==> config.mk <==
export PLATFORM = sky130hd
export DESIGN_NAME = cart_bank_mapper
export DESIGN_NICKNAME = d
export VERILOG_FILES = /design/src/rtl/cbm_pkg.sv /design/src/rtl/cbm_ctrl.sv /design/src/rtl/cbm_datapath.sv /design/src/rtl/cart_bank_mapper.sv
export SDC_FILE = /design/constraint.sdc
export NUM_CORES = 1
export LEC_CHECK = 0
export BUFFER_PORTS_ARGS = -buffer_cell sky130_fd_sc_hd__buf_2
export CAP_MARGIN = 10
export CORE_UTILIZATION = 38
export DETAILED_ROUTE_END_ITERATION = 10
export PLACE_DENSITY_LB_ADDON = 0.3
export SLEW_MARGIN = 10
export SYNTH_ARGS = -nofsm -noshare
export SYNTH_HDL_FRONTEND = slang
export SYNTH_HIERARCHICAL = 1
export SYNTH_SLANG_ARGS = --single-unit
==> constraint.sdc <==
create_clock -name clk -period 1.15 [get_ports clk]
set_input_delay 0.115 -clock clk [delete_from_list [all_inputs] [get_ports clk]]
set_output_delay 0.115 -clock clk [all_outputs]
set_load 0.01 [all_outputs]
==> src/rtl/cbm_pkg.sv <==
package cbm_pkg;

  // Address bits 15:13 select a control register or the RAM window.
  localparam logic [2:0] SEL_GATE = 3'b000;
  localparam logic [2:0] SEL_LOW  = 3'b001;
  localparam logic [2:0] SEL_HIGH = 3'b010;
  localparam logic [2:0] SEL_MODE = 3'b011;
  localparam logic [2:0] SEL_XRAM = 3'b101;

  localparam int ROM_WIN_AW = 14;     // 16 KB ROM window
  localparam int RAM_WIN_AW = 13;     // 8 KB RAM window

  localparam logic [3:0] UNLOCK_KEY = 4'hA;

  // Strobes from the control to the datapath.
  typedef struct packed {
    logic ramGate;
    logic bankLow;
    logic bankHigh;
    logic modeBit;
  } regStrb_t;

endpackage

==> src/rtl/cbm_ctrl.sv <==
module cbm_ctrl
  import cbm_pkg::*;
(
  input  logic [15:0] cpuAddr,
  input  logic        cpuWrEn,
  input  logic        cpuRdEn,
  input  logic        ramOn,
  output regStrb_t    strb,
  output logic        romRdEn,
  output logic        ramRdEn,
  output logic        ramWrEn,
  output logic        ramFloat
);

  logic [2:0] sel;
  logic       inRom;
  logic       inRam;

  assign sel   = cpuAddr[15:13];
  assign inRom = (cpuAddr[15] == 1'b0);
  assign inRam = (sel == SEL_XRAM);

  // ROM-range writes are decoded as register loads.
  always_comb begin
    strb          = '0;
    strb.ramGate  = cpuWrEn && (sel == SEL_GATE);
    strb.bankLow  = cpuWrEn && (sel == SEL_LOW);
    strb.bankHigh = cpuWrEn && (sel == SEL_HIGH);
    strb.modeBit  = cpuWrEn && (sel == SEL_MODE);
  end

  assign romRdEn  = cpuRdEn && inRom;
  assign ramRdEn  = cpuRdEn && inRam && ramOn;
  assign ramWrEn  = cpuWrEn && inRam && ramOn;
  assign ramFloat = cpuRdEn && inRam && !ramOn;

endmodule

==> src/rtl/cbm_datapath.sv <==
module cbm_datapath
  import cbm_pkg::*;
#(
  parameter int LOW_W  = 5,
  parameter int HI_W   = 2,
  parameter int ROM_AW = 21,
  parameter int RAM_AW = 15
) (
  input  logic              clk,
  input  logic              rstN,
  input  regStrb_t          strb,
  input  logic [15:0]       cpuAddr,
  input  logic [7:0]        cpuWrData,
  output logic [ROM_AW-1:0] romAddr,
  output logic [RAM_AW-1:0] ramAddr,
  output logic              ramOn,
  output logic [LOW_W-1:0]  romLow,
  output logic [HI_W-1:0]   bankHi,
  output logic              modeSel
);

  localparam int BANK_W   = LOW_W + HI_W;
  localparam int ROM_FULL = BANK_W + ROM_WIN_AW;
  localparam int RAM_FULL = HI_W + RAM_WIN_AW;

  logic [LOW_W-1:0]    lowIn;
  logic [BANK_W-1:0]   swBank;
  logic [BANK_W-1:0]   romBank;
  logic [HI_W-1:0]     ramBank;
  logic [ROM_FULL-1:0] romFull;
  logic [RAM_FULL-1:0] ramFull;

  assign lowIn = cpuWrData[LOW_W-1:0];

  always_ff @(posedge clk or negedge rstN) begin
    if (!rstN) begin
      ramOn   <= 1'b0;
      romLow  <= LOW_W'(1);
      bankHi  <= '0;
      modeSel <= 1'b0;
    end else begin
      if (strb.ramGate)  ramOn   <= (cpuWrData[3:0] == UNLOCK_KEY);
      if (strb.bankLow)  romLow  <= (lowIn == '0) ? LOW_W'(1) : lowIn;
      if (strb.bankHigh) bankHi  <= cpuWrData[HI_W-1:0];
      if (strb.modeBit)  modeSel <= cpuWrData[0];
    end
  end

  // Mode routes the upper register either to ROM or to RAM.
  always_comb begin
    swBank  = modeSel ? {{HI_W{1'b0}}, romLow} : {bankHi, romLow};
    romBank = cpuAddr[ROM_WIN_AW] ? swBank : '0;
    ramBank = modeSel ? bankHi : '0;
    romFull = {romBank, cpuAddr[ROM_WIN_AW-1:0]};
    ramFull = {ramBank, cpuAddr[RAM_WIN_AW-1:0]};
  end

  generate
    if (ROM_AW >= ROM_FULL) begin : g_rom_ext
      assign romAddr = ROM_AW'(romFull);
    end else begin : g_rom_trunc
      assign romAddr = romFull[ROM_AW-1:0];
    end
    if (RAM_AW >= RAM_FULL) begin : g_ram_ext
      assign ramAddr = RAM_AW'(ramFull);
    end else begin : g_ram_trunc
      assign ramAddr = ramFull[RAM_AW-1:0];
    end
  endgenerate

endmodule

==> src/rtl/cart_bank_mapper.sv <==
module cart_bank_mapper
  import cbm_pkg::*;
#(
  parameter int LOW_W  = 5,
  parameter int HI_W   = 2,
  parameter int ROM_AW = 21,
  parameter int RAM_AW = 15
) (
  input  logic              clk,
  input  logic              rstN,
  input  logic [15:0]       cpuAddr,
  input  logic [7:0]        cpuWrData,
  input  logic              cpuWrEn,
  input  logic              cpuRdEn,
  output logic [ROM_AW-1:0] romAddr,
  output logic              romRdEn,
  output logic [RAM_AW-1:0] ramAddr,
  output logic              ramRdEn,
  output logic              ramWrEn,
  output logic              ramFloat
);

  regStrb_t         strb;
  logic             ramOn;
  logic [LOW_W-1:0] romLow;
  logic [HI_W-1:0]  bankHi;
  logic             modeSel;

  cbm_ctrl u_ctrl (
    .cpuAddr (cpuAddr),
    .cpuWrEn (cpuWrEn),
    .cpuRdEn (cpuRdEn),
    .ramOn   (ramOn),
    .strb    (strb),
    .romRdEn (romRdEn),
    .ramRdEn (ramRdEn),
    .ramWrEn (ramWrEn),
    .ramFloat(ramFloat)
  );

  cbm_datapath #(
    .LOW_W (LOW_W),
    .HI_W  (HI_W),
    .ROM_AW(ROM_AW),
    .RAM_AW(RAM_AW)
  ) u_dp (
    .clk      (clk),
    .rstN     (rstN),
    .strb     (strb),
    .cpuAddr  (cpuAddr),
    .cpuWrData(cpuWrData),
    .romAddr  (romAddr),
    .ramAddr  (ramAddr),
    .ramOn    (ramOn),
    .romLow   (romLow),
    .bankHi   (bankHi),
    .modeSel  (modeSel)
  );

endmodule

Word-level counts from Yosys, hierarchy flattened
Index checks and enable logic that the tools add are counted.
- equality and inequality tests: 5
- reductions and logical operators: 13
- divide/modulo/power cells: 0
- add/subtract/negate cells: 0
- multipliers: 0
- multiplexer cells: 4
- bitwise logic cells: 1
- shifts and indexed selects: 0
- magnitude comparators: 0
- operators with widths (kind ; number):
    7-bit two-way mux ; 2
    1-bit logical AND ; 10
    3-bit by 2-bit == test with 1-bit output (second input constant) ; 2
    5-bit logical NOT ; 1
    5-bit two-way mux ; 1
    4-bit == test (second input constant) ; 1
    3-bit by 1-bit == test with 1-bit output (second input constant) ; 1
    3-bit == test (second input constant) ; 1
    3-bit logical NOT ; 1
    2-bit two-way mux ; 1
    1-bit logical NOT ; 1
    1-bit inverter ; 1
- register bits: 9
- ROM bits: 0
- memories kept: 0
- bits in latches: 0
- output and inout port bits: 40
- input bits: 28
- logic and storage cells: 27
- RAM bits: 0

Depth between registers and ports, before layout
- depth after elaboration: 3
- mapped depth: 4
- depth with buffers taken out: 4

Modules after synthesis
The synthesis kept the hierarchy.
- modules (own cells, without submodules) (module ; cells an instance ; area an instance (µm²) ; seq. area each (µm²) ; times used):
    cbm_datapath ; 58 ; 611.8 ; 226.5 ; 1
    cbm_ctrl ; 12 ; 86.3 ; 0.0 ; 1

Least setup slack after synthesis
OpenSTA, ideal clock, no wires.
- path type: input to register
- from: input port cpuAddr[15]
- to: register u_dp.romLow[1]
- path slack: 134 ps
- arrival time: 891 ps
- required time: 1025 ps
- library setup time: 125 ps
- path buffers: 0
- stages on the path: 3
- cell sequence: nand2b_4 > nor2_1 > mux2_2
- RTL lines (item ; line ; RTL):
    start: declaration ; cart_bank_mapper.sv:11 ; input logic [15:0] cpuAddr,
    end signal: assignment ; cbm_datapath.sv:43 ; if (strb.bankLow) romLow <= (lowIn == '0) ? LOW_W'(1) : lowIn;
    end: declaration ; cbm_datapath.sv:17 ; output logic [LOW_W-1:0] romLow,

Worst setup path in the final report
- from: register u_dp.romLow[0]
- to: output port romAddr[14]
- word-level cells in the longest chain between the ends: 2
- ends and longest elaborated chain (item ; line ; RTL):
    7-bit two-way mux ; cbm_datapath.sv:51 ; swBank = modeSel ? {{HI_W{1'b0}}, romLow} : {bankHi, romLow};
    7-bit two-way mux ; cbm_datapath.sv:52 ; romBank = cpuAddr[ROM_WIN_AW] ? swBank : '0;
    end: declaration ; cart_bank_mapper.sv:15 ; output logic [ROM_AW-1:0] romAddr,
Every way passes these cells.

==> key figures <==
GRT
  – First-pass GRT wire length: 1900 um
  – Vias in the first global route: just over 400
  – Total gr overflow: 0
  – GR Util All Layers: 0.134
  – Largest net degree at the start of global routing: 10
  – Initial antenna violation count: 0

Synth
  – Top cells by area, synth: buf_4 29%, dfrtp_1 29%, mux2_2 13%, and2_1 6.3%, dfstp_2 3.8%
  – Synth Instances: 70
  – Register area share after synthesis: 0.324
  – Synth warn: 6
  – Synthesized area per cell: around 10 um2
  – Net Count, Synth: about 100
  – Post-synth top area share: 0.290
  – Synthesized cell area: between 600 and 700 um2
  – Yosys reg bits: 9
  – Cell accounting for the most synthesized area: buf_4
  – Yosys cell types: 19

Worst setup path
  – Critical path class: flip-flop to output pin
  – R2R depth: 1
  – Reg2reg end: u_dp/ramOn$_DFFE_PN0P_
  – Crit-path max FO: 2
  – Worst Path Required: 1030 ps
  – Critical path endpoint category: output pin
  – Crit path DAT: a little over 1000 ps
  – Worst Setup SP: u_dp/romLow[0]$_DFFE_PN1P_
  – CP Launch Type: flip-flop
  – Reg2Reg Setup Slack: about 360 ps
  – Worst r2r src: u_dp/ramOn$_DFFE_PN0P_

Detailed routing
  – First-pass iteration count of the detailed router: 2
  – Vias/cell: ~4.6
  – Post-Route WL: between 1000 and 1500 um
  – 1st-iter DRT viols: 3
  – Total number of vias: approximately 470
  – Detail Route Antenna Nets: 0
  – Residual DRC: 0
  – Drt wl/cell: 12.7 um

STA
  – Fin crit period: between 1000 and 1500 ps
  – Skew final: 0 ps
  – FMAX: a little under 0.9 GHz
  – Worst-Margin Slew: 320 ps
  – Final setup violation count: 0
  – Endpoints failing hold: 0
  – Slew headroom: 0.786
  – Final slew viol count: 0
  – Crit share post-route: 0.979
  – RSZ-0062 raised after global routing: true

Floorplanning
  – # rows: 15
  – # IOs: 68
  – Die ar.: between 2000 and 2500 um2
  – Die H: roughly 45 um
  – Initial Util: 0.404
  – Die width: roughly 45 um
  – Core box area: between 1500 and 2000 um2

Cells and area
  – Share of layout cells above drive strength 1: 0.579
  – Core Util, Final: 0.420
  – Register area: approximately 230 um2
  – Area grow syn2layout: 3.76%
  – Fin nets: about 110
  – Multi-input logic area: about 270 um2
  – Filler cells: 190
  – N_diodes: 0
  – Post-Layout Inst Area: between 700 and 800 um2

Clock tree
  – H-tree lvl count: 1
  – TritonCTS clock tree: yes
  – Max Root-Sink Buffers: 2
  – Clock tree root buffer cell: clkbuf_4
  – Post CTS Setup Buffer Count: 0
  – Clock sink count: 9
  – Clk_lat worst skew: 260 ps
  – CTS clk-pin slew, worst paths: approximately 60 ps
  – TritonCTS buffer count: 3

Power
  – Pwr Density: 1280 nW/um2
  – Worst vdd ir: about 650 uV
  – Static Leak: 0.371 nW
  – Pwr Total: a little over 0.0009 W

Place
  – Global placement routability congestion: around 0.7
  – I/O Buffers: 25
  – HPWL after DPL: 969 um
  – Placed inst area: a little under 700 um2

Outcome
  – Status: completed

Worst hold path
  – Critical hold path startpoint: cpuWrData[0]
  – Hold endpoint: u_dp/romLow[0]$_DFFE_PN1P_
  – Hold depth: 3
  – Hold Path Class: input port to flip-flop

Run
  – Max Cap Viol: 0
## Yosys cell counts, drive strengths merged
master / count
nor4bb: 1
a31oi: 1
nor3: 2
inv: 1
mux2: 8
nor3b: 1
buf: 27
dfstp: 1
dfrtp: 8
nor2: 2
nor2b: 2
and4: 2
nand2b: 2
and4b: 1
and3b: 2
and2: 7
nand2: 1
or4: 1
## placed cells by master (no fill, tap or decap), drive strengths merged
cell / instances
inv: 1
and4: 2
dfrtp: 8
nand2b: 2
and3b: 2
nor4bb: 1
mux2: 8
nor2: 2
and4b: 1
nand2: 1
or4: 1
and2: 7
nor3: 2
clkbuf: 4
buf: 28
nor3b: 1
a31oi: 1
nor2b: 2
dfstp: 1
dlygate4sd3: 1
## flip-flops by register name, summed over array words and instances (netlist names)
signal / cells
u_dp/modeSel: 1
u_dp/romLow: 5
u_dp/ramOn: 1
u_dp/bankHi: 2
## cells by family after synthesis
kind of cell | Yosys count | share of synthesized area
multiplexers | 8 | 0.129
buffers and inverters | 28 | 0.296
flip-flops | 9 | 0.324
AO/OA/AOI/OAI | 1 | 0.00897
AND/OR/NAND/NOR | 24 | 0.242
## critical path, cell delays in order, from the launching register on
cell,delay [ps]
dfstp_2,530
and2_4,130
buf_6,90
## power breakdown
group	switching (W)	leakage [nW]	internal [W]
Combinational	0.000105	0.247	0.000146
Sequential	0.0000353	0.108	0.000386
Clock	0.000118	0.0150	0.000134
## cell type report
type,instances,share of cell area
Inverter,1,0.00518
Sequential cell,9,0.313
Timing Repair Buffer,29,0.226
Multi-Input combinational cell,33,0.377
Clock buffer,4,0.0363
Tap cell,25,0.0432
## what timing repair did
item                       4_1_cts  5_1_grt
hold endpoints to repair         9        0
gates resized for setup          0        3
hold buffers                     1        0
setup endpoints to repair        1        4
pin swaps                        1        0
## through the flow
stage / TNS, ps / worst slack [ps] / std cells / hold WS [ps]
after floorplan: 0 / 134 / 70 / -181
after global placement: -7.35 / -4.36 / 96 / -25.2
after detailed placement: -34.7 / -18.0 / 96 / -22.0
after CTS: 0 / 1.04 / 101 / 73.5
after global routing: -81.3 / -41.0 / 101 / 102
final: 0 / 23.9 / 101 / 81.3
## per-layer routing
metal / GRT usage / wire length (um)
met5: 0 / 0
met4: 0.115 / 32
met1: 0.181 / 570
met2: 0.179 / 558
met3: 0.0320 / 126
## how the worst max path moves through the flow
stage / slack (ps) / to
finish: 20 / romAddr[14]
global route: -40 / romAddr[20]
CTS: 1 / romAddr[14]
detailed placement: -20 / u_dp/bankHi[1]$_DFFE_PN0P_
global placement: -4 / u_dp/bankHi[1]$_DFFE_PN0P_
floorplan: 130 / u_dp/romLow[1]$_DFFE_PN0P_
Power figures use the tool's default switching activity.
